[config.mk]
export PLATFORM = sky130hd
export DESIGN_NAME = sar_capture_ctrl
export DESIGN_NICKNAME = d
export VERILOG_FILES = /design/src/rtl/sar_cap_pkg.sv /design/src/rtl/sar_sck_shift.sv /design/src/rtl/sar_word_pack.sv /design/src/rtl/sar_capture_ctrl.sv
export SDC_FILE = /design/constraint.sdc
export NUM_CORES = 1
export LEC_CHECK = 0
export BUFFER_PORTS_ARGS = -buffer_cell sky130_fd_sc_hd__buf_2
export CORE_MARGIN = 2
export CORE_UTILIZATION = 49
export CTS_BUF_LIST = sky130_fd_sc_hd__clkbuf_16
export CTS_CLUSTER_SIZE = 16
export DETAILED_ROUTE_END_ITERATION = 8
export PLACE_DENSITY = 0.73
export SLEW_MARGIN = 20
export SYNTH_ARGS = -nofsm -noshare
export SYNTH_HDL_FRONTEND = slang
export SYNTH_SLANG_ARGS = --single-unit
[constraint.sdc]
create_clock -name clk_i -period 1.8 [get_ports clk_i]
set_input_delay 0.36 -clock clk_i [delete_from_list [all_inputs] [get_ports clk_i]]
set_output_delay 0.36 -clock clk_i [all_outputs]
set_load 0.01 [all_outputs]
[src/rtl/sar_cap_pkg.sv]
package sar_cap_pkg;
  localparam int unsigned RAW_W = 18;
  localparam int unsigned OUT_W = 16;
  localparam int unsigned SHORT_W = 14;

  localparam logic [1:0] RES_14 = 2'd0;
  localparam logic [1:0] RES_16 = 2'd1;
  localparam logic [1:0] RES_18 = 2'd2;

  typedef enum logic [2:0] {ST_IDLE, ST_CNV, ST_WAIT, ST_SHIFT, ST_GAP} ctl_st_e;

  function automatic logic [4:0] res_bits(input logic [1:0] r);
    case (r)
      RES_14:  return 5'(SHORT_W);
      RES_18:  return 5'(RAW_W);
      default: return 5'(OUT_W);
    endcase
  endfunction
endpackage

[src/rtl/sar_sck_shift.sv]
module sar_sck_shift #(
  parameter int unsigned HALF  = 2,
  parameter int unsigned RAW_W = 18,
  parameter int unsigned BC_W  = 5
) (
  input  logic             clk_i,
  input  logic             rst_ni,
  input  logic             start_i,
  input  logic [BC_W-1:0]  nbits_i,
  input  logic             sdo_i,
  output logic             sck_o,
  output logic             done_o,
  output logic [RAW_W-1:0] raw_o
);
  localparam int unsigned PH_W = (HALF > 1) ? $clog2(HALF) : 1;

  logic             act_q;
  logic [PH_W-1:0]  ph_q;
  logic [BC_W-1:0]  bc_q;
  logic [RAW_W-1:0] sh_q;
  logic             ph_end;

  assign ph_end = (ph_q == PH_W'(HALF - 1));
  assign raw_o  = sh_q;

  always_ff @(posedge clk_i or negedge rst_ni) begin
    if (!rst_ni) begin
      act_q  <= 1'b0;
      ph_q   <= '0;
      bc_q   <= '0;
      sh_q   <= '0;
      sck_o  <= 1'b0;
      done_o <= 1'b0;
    end else begin
      done_o <= 1'b0;
      if (start_i) begin
        act_q <= 1'b1;
        ph_q  <= '0;
        bc_q  <= '0;
        sh_q  <= '0;
        sck_o <= 1'b0;
      end else if (act_q) begin
        if (!ph_end) begin
          ph_q <= ph_q + 1'b1;
        end else begin
          ph_q  <= '0;
          sck_o <= ~sck_o;
          if (sck_o) begin
            // sample at end of high phase, bit launched on the rising edge
            sh_q <= {sh_q[RAW_W-2:0], sdo_i};
            bc_q <= bc_q + 1'b1;
            if (bc_q == nbits_i - 1'b1) begin
              act_q  <= 1'b0;
              done_o <= 1'b1;
            end
          end
        end
      end
    end
  end

  p_sck_idle_r5: assert property (@(posedge clk_i) disable iff (!rst_ni)
    !act_q |-> !sck_o);
  p_done_low_r5: assert property (@(posedge clk_i) disable iff (!rst_ni)
    done_o |-> !sck_o && !act_q);
endmodule

[src/rtl/sar_word_pack.sv]
module sar_word_pack import sar_cap_pkg::*; (
  input  logic             clk_i,
  input  logic             rst_ni,
  input  logic             load_i,
  input  logic [RAW_W-1:0] raw_i,
  input  logic [1:0]       res_i,
  input  logic             twos_i,
  output logic [OUT_W-1:0] data_o,
  output logic             drdy_o,
  output logic             busy_o
);
  localparam int unsigned EXT_S = OUT_W - SHORT_W;
  localparam int unsigned EXT_L = OUT_W - (RAW_W - OUT_W);

  logic [1:0]       ph_q;
  logic [OUT_W-1:0] lo_q;
  logic [OUT_W-1:0] first_w;

  always_comb begin
    first_w = raw_i[OUT_W-1:0];
    case (res_i)
      RES_14: first_w = {{EXT_S{twos_i & raw_i[SHORT_W-1]}}, raw_i[SHORT_W-1:0]};
      RES_18: first_w = {{EXT_L{twos_i & raw_i[RAW_W-1]}}, raw_i[RAW_W-1:OUT_W]};
      default: ;
    endcase
  end

  assign busy_o = (ph_q != 2'd0);

  always_ff @(posedge clk_i or negedge rst_ni) begin
    if (!rst_ni) begin
      ph_q   <= 2'd0;
      lo_q   <= '0;
      data_o <= '0;
      drdy_o <= 1'b0;
    end else if (load_i) begin
      data_o <= first_w;
      drdy_o <= 1'b1;
      lo_q   <= raw_i[OUT_W-1:0];
      ph_q   <= (res_i == RES_18) ? 2'd1 : 2'd3;
    end else begin
      case (ph_q)
        2'd1: begin drdy_o <= 1'b0; ph_q <= 2'd2; end
        2'd2: begin data_o <= lo_q; drdy_o <= 1'b1; ph_q <= 2'd3; end
        2'd3: begin drdy_o <= 1'b0; ph_q <= 2'd0; end
        default: ;
      endcase
    end
  end

  p_drdy_pulse_r9: assert property (@(posedge clk_i) disable iff (!rst_ni)
    drdy_o |=> !drdy_o);
  p_hold_data_r9: assert property (@(posedge clk_i) disable iff (!rst_ni)
    !drdy_o |-> $stable(data_o));
endmodule

[src/rtl/sar_capture_ctrl.sv]
module sar_capture_ctrl import sar_cap_pkg::*; #(
  parameter int unsigned CNV_W        = 2,
  parameter int unsigned WAIT_NORM    = 12,
  parameter int unsigned WAIT_TURBO   = 6,
  parameter int unsigned PERIOD_NORM  = 140,
  parameter int unsigned PERIOD_TURBO = 110,
  parameter int unsigned SCK_HALF     = 2,
  parameter int unsigned CNT_W        = 8,
  parameter logic        SDI_LEVEL    = 1'b1
) (
  input  logic             clk_i,
  input  logic             rst_ni,
  input  logic [1:0]       res_sel_i,
  input  logic             twos_i,
  input  logic             busy_ind_i,
  input  logic             turbo_i,
  input  logic             run_i,
  input  logic             burst_i,
  input  logic             start_i,
  input  logic [CNT_W-1:0] burst_cnt_i,
  input  logic             sdo_i,
  output logic             cnv_o,
  output logic             sck_o,
  output logic             sdi_o,
  output logic [15:0]      data_o,
  output logic             drdy_o
);
  localparam int unsigned T_MAX = (PERIOD_NORM > PERIOD_TURBO) ? PERIOD_NORM : PERIOD_TURBO;
  localparam int unsigned T_W   = $clog2(T_MAX + 1);
  localparam int unsigned BC_W  = $clog2(RAW_W + 1);

  ctl_st_e          st_q;
  logic [T_W-1:0]   tmr_q, per_q, wait_len, per_len;
  logic [CNT_W-1:0] rem_q;
  logic             sdo_q, want, per_done, go_cnv, sh_start, sh_done, pk_busy;
  logic [RAW_W-1:0] raw;
  logic [4:0]       nbits5;

  assign wait_len = turbo_i ? T_W'(WAIT_TURBO) : T_W'(WAIT_NORM);
  assign per_len  = turbo_i ? T_W'(PERIOD_TURBO) : T_W'(PERIOD_NORM);
  assign want     = burst_i ? (rem_q != '0) : run_i;
  assign per_done = (per_q >= per_len - 1'b1);
  assign go_cnv   = want && ((st_q == ST_IDLE) || (st_q == ST_GAP && per_done && !pk_busy));
  assign sh_start = (st_q == ST_WAIT) &&
                    (busy_ind_i ? (sdo_q && !sdo_i) : (tmr_q == wait_len - 1'b1));
  assign cnv_o    = (st_q == ST_CNV);
  assign sdi_o    = SDI_LEVEL;
  assign nbits5   = res_bits(res_sel_i);

  always_ff @(posedge clk_i or negedge rst_ni) begin
    if (!rst_ni) begin
      st_q  <= ST_IDLE;
      tmr_q <= '0;
      per_q <= '0;
      rem_q <= '0;
      sdo_q <= 1'b0;
    end else begin
      sdo_q <= sdo_i;
      tmr_q <= tmr_q + 1'b1;
      if (per_q != '1) per_q <= per_q + 1'b1;
      if (st_q == ST_IDLE && burst_i && start_i) rem_q <= burst_cnt_i;
      if (go_cnv) begin
        st_q  <= ST_CNV;
        tmr_q <= '0;
        per_q <= '0;
        if (burst_i) rem_q <= rem_q - 1'b1;
      end else begin
        case (st_q)
          ST_CNV:   if (tmr_q == T_W'(CNV_W - 1)) begin st_q <= ST_WAIT; tmr_q <= '0; end
          ST_WAIT:  if (sh_start) st_q <= ST_SHIFT;
          ST_SHIFT: if (sh_done) st_q <= ST_GAP;
          ST_GAP:   if (per_done && !pk_busy) st_q <= ST_IDLE;
          default:  ;
        endcase
      end
    end
  end

  sar_sck_shift #(.HALF(SCK_HALF), .RAW_W(RAW_W), .BC_W(BC_W)) u_shift (
    .clk_i   (clk_i),
    .rst_ni  (rst_ni),
    .start_i (sh_start),
    .nbits_i (BC_W'(nbits5)),
    .sdo_i   (sdo_i),
    .sck_o   (sck_o),
    .done_o  (sh_done),
    .raw_o   (raw)
  );

  sar_word_pack u_pack (
    .clk_i   (clk_i),
    .rst_ni  (rst_ni),
    .load_i  (sh_done),
    .raw_i   (raw),
    .res_i   (res_sel_i),
    .twos_i  (twos_i),
    .data_o  (data_o),
    .drdy_o  (drdy_o),
    .busy_o  (pk_busy)
  );

  p_cnv_clean_r2: assert property (@(posedge clk_i) disable iff (!rst_ni)
    $rose(cnv_o) |-> !sck_o);
  p_no_sck_waiting_r4: assert property (@(posedge clk_i) disable iff (!rst_ni)
    (st_q == ST_WAIT) |-> !sck_o);
  p_done_in_shift_r5: assert property (@(posedge clk_i) disable iff (!rst_ni)
    sh_done |-> (st_q == ST_SHIFT));
  p_burst_limit_r11: assert property (@(posedge clk_i) disable iff (!rst_ni)
    ($rose(cnv_o) && burst_i) |-> ($past(rem_q) != '0));
endmodule

==> flow_summary.json, run 1 <==
{
  "coreArea_um2": 8680,
  "htreeDepth": 3,
  "finalNetCount": 539,
  "rsz0062_at_grt": "true",
  "finClkSkew_ps": 9.53,
  "port_buffers": 37,
  "max_cap_violations": 0,
  "netlist_area_um2": 4350,
  "dp_hpwl_mm": 6.44,
  "synth-edff-count": 0,
  "clkLatencyLatePin_ps": 340,
  "grt_pass1_vias": 3387,
  "grt_use_total_pct": 20.3,
  "synth_cell_type_count": 55,
  "critPathCaptureType": "register",
  "syn_avg_cell_area_um2": 10.3,
  "vias_per_cell": 5.66,
  "area_growth_syn_to_layout_pct": 26.5,
  "cts_tree": "built",
  "ios": 39,
  "cts.sinks": 90,
  "n_antenna_cell": 0,
  "wl_mm": 9.70,
  "ys_warn_count": 0,
  "setup-violations-final": 18,
  "synth_seq_cells": 90,
  "tightest_slew_ps": 666,
  "fp.dieArea_um2": 9660,
  "yosysTopAreaCell": "dfrtp_1",
  "initial_utilization_pct": 50.2,
  "root_buffer": "clkbuf_16",
  "dieWidth_um": 98.3,
  "fin_ws_ps": -111,
  "synth_top_area_share_pct": 51.7,
  "cellLeakagePower_nw": 2.45,
  "hp-class": "primary input to asynchronous set/reset pin",
  "synth_nets": 454,
  "slew_headroom_pct": 55.6,
  "synth_common_cells": "dfrtp_1, nand2_1, nor2_1, a21oi_1, o21ai_0",
  "arrival_ps": 2180,
  "routedWlPerCell_um": 15.6,
  "violations": "setup timing",
  "place_area_um2": 4970,
  "grt_max_degree": 91,
  "path_class": "register to register",
  "seq_area_frac_synth_pct": 51.7,
  "synth_area_leaders": "dfrtp_1, nand2_1, mux2_2",
  "synth_most_common_cell": "dfrtp_1",
  "maxSlewViolCount": 0,
  "die_h_um": 98.3,
  "start_kind": "register",
  "async_flop_share_pct": 100,
  "overflow": 0,
  "syn_inst": 424,
  "setup_tns_ps": -1360,
  "hold_ws_ps": 42.3,
  "p_per_area_nw_per_um2": 960,
  "first_pass_iters": 4,
  "peakVddDrop_uv": 486,
  "antenna_left": 0,
  "finalCritPeriodShare_pct": 106,
  "final_util_pct": 63.5,
  "crit_required_ps": 2070,
  "hold_viol": 0,
  "drive_above_1_share_pct": 33.7,
  "fmax_mhz": 523,
  "globalplace.congestion": 0.788,
  "path_max_fanout": 8,
  "grt_antenna_before_repair": 0,
  "synth_ff_type": "dfrtp_1",
  "drc": 0,
  "period_needed_ps": 1910,
  "path_clk_slew_ps": 70,
  "cts_buffers": 9,
  "cts_buffer_depth": 2,
  "design_area_um2": 5510,
  "drt_iter0_drc": 179,
  "vias": 3523,
  "num_rows": 34,
  "status": "finished with violations",
  "grt_first_pass_wirelength_mm": 16.0
}
power breakdown:
part / total (mW) / internal [mW] / switching, mW
clock: 1.80 / 0.963 / 0.838
sequential: 2.35 / 2.23 / 0.110
combinational: 1.14 / 0.502 / 0.639
total: 5.29 / 3.70 / 1.59
final cells by class:
type / instances / area, um^2
multi-input cells: 305 / 2150
flip-flops and latches: 90 / 2250
repair buffers: 92 / 633
inverters: 11 / 45.0
well taps: 108 / 135
clock buffers: 9 / 225
fillers: 683 / 3170
clock inverters: 7 / 65.1
placed cells by master, fill, tap and decap left out, types with 2 or more instances in the layout:
cell type   count
a21oi_2         3
clkbuf_16       9
o21ai_1         4
inv_2           2
inv_1           8
a221oi_1       13
a211oi_1        2
nand4_1         7
buf_4          52
nor2_2         11
nor3_1          4
o21ai_0        21
nor2_4          5
buf_12          2
nor3b_1         2
o21ai_2         2
buf_2          36
ha_1            6
nor2_1         33
dfrtp_1        90
or3_1           3
ha_2            2
o221a_1         3
o31ai_1         2
ha_4            3
clkinvlp_4      2
a21o_1          2
mux2_2         16
clkinv_4        2
nand3_1        15
and3_1          6
buf_6           2
xor2_1         13
and4_1          3
o221a_2         2
mux2i_1         3
a21oi_1        24
xnor2_1        10
nand2_1        54
registers in the layout (all words and copies together), names as in the netlist, 2 cells and up:
register	cells
per_q	8
rem_q	8
st_q	3
tmr_q	8
u_pack.data_o	16
u_pack.lo_q	16
u_pack.ph_q	2
u_shift.bc_q	5
u_shift.raw_o	18
path summary, 6_finish.rpt:
kind                                                end  depth (start not counted)                         start  slack, ps
hold / removal                       rem_q[0]$_DFF_PN0_                          2                        rst_ni         40
hold reg to reg            u_pack.data_o[0]$_DFFE_PN0P_                          2  u_pack.data_o[0]$_DFFE_PN0P_        490
max in group asynchronous     u_shift.sck_o$_DFFE_PN0P_                          2                        rst_ni       1380
setup reg to reg                     tmr_q[2]$_DFF_PN0_                          8            rem_q[0]$_DFF_PN0_       -110
min in group clk_i                      sdo_q$_DFF_PN0_                          1                         sdo_i        200
setup / recovery                     tmr_q[2]$_DFF_PN0_                          8            rem_q[0]$_DFF_PN0_       -110
worst max-delay path, stage by stage, from the launching register on:
cell	delay, ps
dfrtp_1	390
inv_2	80
ha_4	120
or4bb_4	460
nor2_4	150
or3_4	170
a21oi_4	50
a41o_4	310
nor2_1	100
logic make-up (layout without fill, tap and decap cells):
kind of cell	Yosys count	after routing	synth area share, %
buffers and inverters	29	119	2.76
DFF	90	90	51.7
adders and majority gates	11	11	3.16
muxes	19	19	4.83
xor gates and xnor gates	23	23	4.63
AOI/OAI and AO/OA	90	90	14.4
other	1	1	0.0861
and+or+nand+nor	161	161	18.4
timing repair:
item | 4_1_cts | 5_1_grt
buffers inserted | 3 | 7
resized for setup | 6 | 38
endpoints found under the setup margin | 26 | 41
hold buffers | 0 | 0
pin swaps | 5 | 18
metal layers:
metal / track usage [%] / part of all wire, %
met2: 32.2 / 48
met3: 3.44 / 5.1
met4: 6.22 / 1.6
met5: 0 / 0
met1: 29.0 / 46
per-stage QoR:
step / std cells / total power [mW] / setup WS, ps
after floorplan: 424 / 2.96 / -63.4
after global placement: 596 / 3.40 / -239
after detailed placement: 596 / 3.45 / -291
after CTS: 615 / 5.25 / -124
after global routing: 622 / 5.57 / -165
final: 622 / 5.29 / -111
Power figures use the tool's default switching activity.
==> inputs of run 2 (changes only) <==
- BUFFER_PORTS_ARGS: -buffer_cell sky130_fd_sc_hd__buf_2 -> -buffer_cell sky130_fd_sc_hd__buf_4
==> run 2 against run 1 <==
Net effect: the flow still finishes with violations (setup timing); routed wire length increased by 8.7%; critical path depth increased by 1; sequential share of layout area decreased by 1.2 points; clock power increased by 3%; worst setup slack got worse by 49 ps; final cell count unchanged; sequential power about the same; global-route usage increased by 1.9 points; clock-buffer cell count unchanged; critical path type unchanged; largest cell class unchanged; largest power group unchanged.
==> flow_summary.json, run 2 (synthesized netlist as in run 1, its figures left out) <==
{
  "place_ws_ps": -387,
  "start_kind": "register",
  "cts_tree": "built",
  "grt_pass1_vias": 3601,
  "path_class": "register to register",
  "power.internal_mw": 3.78,
  "cellLeakagePower_nw": 2.51,
  "hold_ws_ps": 166,
  "grt_use_total_pct": 22.3,
  "peakVddDrop_uv": 600,
  "vias_per_cell": 5.68,
  "finalCritPeriodShare_pct": 109,
  "slew_headroom_pct": 57.7,
  "layout_commonest_cell": "dfrtp_1",
  "clkLatencyLatePin_ps": 350,
  "first_pass_iters": 4,
  "setup-violations-final": 20,
  "area_growth_syn_to_layout_pct": 30.5,
  "setup_tns_ps": -1870,
  "largest_register_ffs": 18,
  "p_per_area_nw_per_um2": 953,
  "tightest_slew_ps": 634,
  "seq_area_um2": 2250,
  "p_comb_share_pct": 22.2,
  "vias": 3533,
  "num_rows": 34,
  "grt_max_degree": 30,
  "violations": "setup timing",
  "final_cell_mix": "dfrtp_1, buf_4, nand2_1",
  "fp.dieArea_um2": 9660,
  "crit_required_ps": 2020,
  "ios": 39,
  "overflow": 0,
  "antenna_left": 0,
  "final_util_pct": 65.5,
  "rsz0062_at_grt": "true",
  "coreArea_um2": 8680,
  "cts.sinks": 90,
  "routedWlPerCell_um": 16.9,
  "drc": 0,
  "critPathCaptureType": "register",
  "finalNetCount": 539,
  "root_buffer": "clkbuf_16",
  "drive_above_1_share_pct": 34.0,
  "status": "finished with violations",
  "switching_share_pct": 30.3,
  "total_power_mw": 5.42,
  "switching_power_mw": 1.64,
  "path_max_fanout": 8,
  "finClkSkew_ps": 12.7,
  "die_h_um": 98.3,
  "htreeDepth": 3,
  "grt_first_pass_wirelength_mm": 17.5,
  "fin_ws_ps": -160,
  "multi_input_area_um2": 2210,
  "period_needed_ps": 1960,
  "maxSlewViolCount": 0,
  "fmax_mhz": 510,
  "port_buffers": 37,
  "p_seq_share_pct": 43.5,
  "path_clk_slew_ps": 70,
  "dp_hpwl_mm": 6.74,
  "cts_buffer_depth": 2,
  "globalplace.congestion": 0.820,
  "arrival_ps": 2180,
  "n_antenna_cell": 0,
  "hp-class": "primary input to register",
  "max_cap_violations": 0,
  "initial_utilization_pct": 50.2,
  "wl_mm": 10.5,
  "fillCellCount": 644,
  "cts_buffers": 9,
  "drt_iter0_drc": 187,
  "hold_viol": 0,
  "clockPowerShare_pct": 34.4,
  "dieWidth_um": 98.3,
  "grt_antenna_before_repair": 0
}
==> run 2: final timing paths <==
path / startpoint / to / slack (ps) / depth (start not counted)
worst max register to register: per_q[5]$_DFFE_PN0P_ / rem_q[2]$_DFF_PN0_ / -160 / 9
min in group asynchronous: rst_ni / u_pack.data_o[7]$_DFFE_PN0P_ / 490 / 2
worst max-delay path: per_q[5]$_DFFE_PN0P_ / rem_q[2]$_DFF_PN0_ / -160 / 9
worst min-delay path: sdo_i / sdo_q$_DFF_PN0_ / 170 / 1
max in group asynchronous: rst_ni / u_pack.lo_q[13]$_DFFE_PN0P_ / 770 / 3
worst min register to register: u_pack.data_o[0]$_DFFE_PN0P_ / u_pack.data_o[0]$_DFFE_PN0P_ / 510 / 2
==> run 2: what timing repair did <==
action	in CTS	in global routing
pin swaps	18	24
setup buffers	5	3
hold buffers	1	0
endpoints found under the setup margin	21	60
hold endpoints to repair	26	0
gates resized for setup	26	28
==> run 2: cell type report <==
class	count	area share (%)
sequential	90	39.7
clock buffer	9	3.96
tap	108	2.38
inverter	11	0.727
clock inverter	7	1.21
timing repair buffer	92	13.1
multi-input combinational	305	38.9
==> run 2: critical path: stages, from the launching register on <==
cell      delay [ps]
dfrtp_2          440
ha_4             300
nand3_4           70
nor2_4           150
buf_6            120
o311ai_4          90
buf_4            170
a21boi_4         250
nand2_1          120
o221a_1          140
==> run 2: stage by stage <==
stage          area (um^2)  instances
2_1_floorplan         4370        424
3_3_place_gp          5080        597
3_5_place_dp          5080        597
4_1_cts               5530        619
5_1_grt               5680        622
6_report              5680        622
==> run 2: power by group through the flow <==
stage	sequential, mW	combinational (mW)	clock (mW)
finish	2.35	1.20	1.86
global route	2.38	1.32	1.99
CTS	2.36	1.19	1.88
detailed placement	2.39	1.16	0
global placement	2.38	1.13	0
floorplan	2.47	0.487	0
==> run 2: per-layer routing <==
| layer | global-route usage (%) | up-vias | routed length, um |
|---|---|---|---|
| li1 | - | 1684 | - |
| met1 | 30.8 | 1742 | 4630 |
| met2 | 35.5 | 91 | 5170 |
| met3 | 3.36 | 16 | 494 |
| met4 | 9.17 | 0 | 244 |
| met5 | 0 | - | 0 |
==> inputs of run 3 (changes only) <==
- CORE_ASPECT_RATIO: not set -> 1.2
- clock period: 1.8 -> 1.6 ns (I/O delays scaled with it)
==> run 3 against run 2 <==
Net effect: the run still ends with setup timing left; final cell count grew 4.5%; worst setup slack worse by 190 ps; core utilization rose by 5.0 points; combinational power increased by 20%; fmax rose by 0.74%; critical path depth shrank 2; clock skew is 2.3 ps lower; first-iteration DRC count increased by 36%; hold slack worse by 43 ps; routed wire length increased by 7.3%; critical path type unchanged; largest cell class is now multi-input gates; highest routed layer unchanged.
==> flow_summary.json, run 3 (synthesized netlist as in run 1, its figures left out) <==
{
  "status": "finished with violations",
  "violations": "setup timing",
  "dieWidth_um": 90.1,
  "max_cap_violations": 0,
  "place_ws_ps": -442,
  "cellLeakagePower_nw": 2.66,
  "coreArea_um2": 8610,
  "overflow": 0,
  "layout_commonest_cell": "buf_4",
  "grt_pass1_vias": 3766,
  "switching_power_mw": 1.80,
  "crit_chain": "ha_4 > a21oi_4 > nor2_4 > o311a_1 > o21ai_2 > nand2_2 > o221a_4",
  "die_h_um": 107,
  "num_rows": 37,
  "path_class": "register to register",
  "largest_register_ffs": 18,
  "clkLatencyLatePin_ps": 350,
  "final_util_pct": 70.5,
  "grt_max_degree": 35,
  "hold_start": "sdo_i",
  "p_per_area_nw_per_um2": 1000,
  "reg2reg_depth": 7,
  "grt_antenna_before_repair": 0,
  "hp-class": "primary input to register",
  "htreeDepth": 3,
  "grt_first_pass_wirelength_mm": 18.5,
  "n_antenna_cell": 0,
  "root_buffer": "clkbuf_16",
  "routedWlPerCell_um": 17.4,
  "drc": 0,
  "rsz0062_at_grt": "true",
  "r2r_end": "rem_q[3]$_DFF_PN0_",
  "critPathCaptureType": "register",
  "path_max_fanout": 5,
  "clockPowerShare_pct": 32.6,
  "fillCellCount": 590,
  "slowest_delay_ps": 410,
  "maxSlewViolCount": 0,
  "hold_viol": 0,
  "area_growth_syn_to_layout_pct": 39.3,
  "crit_required_ps": 1840,
  "wl_mm": 11.3,
  "grt_use_total_pct": 24.0,
  "hold_path_depth": 1,
  "final_cells": 650,
  "dp_hpwl_mm": 7.11,
  "fmax_mhz": 514,
  "startpoint": "per_q[1]$_DFFE_PN0P_",
  "place_inst": 618,
  "drive_above_1_share_pct": 41.7,
  "port_buffers": 37,
  "drt_iter0_drc": 254,
  "finalCritPeriodShare_pct": 122,
  "p_comb_share_pct": 23.7,
  "ios": 39,
  "p_seq_share_pct": 43.7,
  "arrival_ps": 2180,
  "switching_share_pct": 29.6,
  "power.internal_mw": 4.27,
  "cts_buffer_depth": 2,
  "path_clk_slew_ps": 70,
  "final_cell_mix": "buf_4, dfrtp_1, nand2_1",
  "cts_buffers": 9,
  "finalNetCount": 558,
  "cts_tree": "built",
  "setup_tns_ps": -10670,
  "globalplace.congestion": 0.927,
  "peakVddDrop_uv": 692,
  "period_needed_ps": 1950,
  "fp.dieArea_um2": 9660,
  "hold_path_end": "sdo_q$_DFF_PN0_",
  "start_kind": "register",
  "vias_per_cell": 5.63,
  "cts.sinks": 90,
  "total_power_mw": 6.07,
  "setup-violations-final": 54,
  "r2r_slack_ps": -350,
  "initial_utilization_pct": 50.6,
  "antenna_left": 0,
  "vias": 3658,
  "rr_startpoint": "per_q[1]$_DFFE_PN0P_",
  "fin_ws_ps": -346,
  "first_pass_iters": 4,
  "finClkSkew_ps": 10.4,
  "crit_slowest_cell": "dfrtp_1"
}
-- run 3: power by group through the flow --
stage	Sequential (mW)	Clock [mW]	Combinational [mW]
floorplan	2.79	0	0.560
global placement	2.68	0	1.32
detailed placement	2.70	0	1.36
CTS	2.66	2.00	1.37
global route	2.68	2.08	1.60
finish	2.65	1.98	1.44
-- run 3: what timing repair did --
| action | in CTS | in global routing |
|---|---|---|
| pin swaps | 7 | 19 |
| gates resized for setup | 35 | 53 |
| buffers inserted | 7 | 7 |
| hold endpoints to repair | 32 | 0 |
| setup endpoints to repair | 55 | 61 |
| cloned | 3 | 0 |
| hold buffers | 1 | 0 |
-- run 3: worst max path at each step --
stage	end	slack (ps)	cells after the start
5_1_grt	rem_q[4]$_DFF_PN0_	-420	7
2_1_floorplan	rem_q[3]$_DFF_PN0_	-260	7
4_1_cts	tmr_q[3]$_DFF_PN0_	-280	8
3_5_place_dp	rem_q[3]$_DFF_PN0_	-440	8
3_3_place_gp	rem_q[4]$_DFF_PN0_	-390	8
6_report	rem_q[3]$_DFF_PN0_	-350	7
-- run 3: area by class of cell --
cell class	instances	area, um^2	share of cell area [%]
well taps	117	146	2.41
multi-input cells	305	2370	39.1
inverters	11	50.0	0.825
repair buffers	111	968	16.0
clock buffers	9	225	3.71
clock inverters	7	51.3	0.846
flip-flops and latches	90	2250	37.1
-- run 3: worst max-delay path: cells and delay by family (launching register included) --
kind / cells / cell delay [ps]
compound gates: 4 / 1000
flops: 1 / 410
simple gates: 2 / 180
fa+ha+maj: 1 / 240
-- run 3: metrics by stage --
stage | area [um^2] | hold WS, ps
finish | 6070 | 123
global route | 6070 | 116
CTS | 5800 | 119
detailed placement | 5260 | 307
global placement | 5260 | 306
floorplan | 4450 | 24.4
-- run 3: metal layers --
layer / part of all wire (%) / GRT usage [%] / wire length [um]
met1: 41 / 29.8 / 4650
met3: 3.8 / 3.50 / 428
met4: 2.2 / 10.2 / 248
met5: 0 / 0 / 0
met2: 53 / 42.1 / 5980
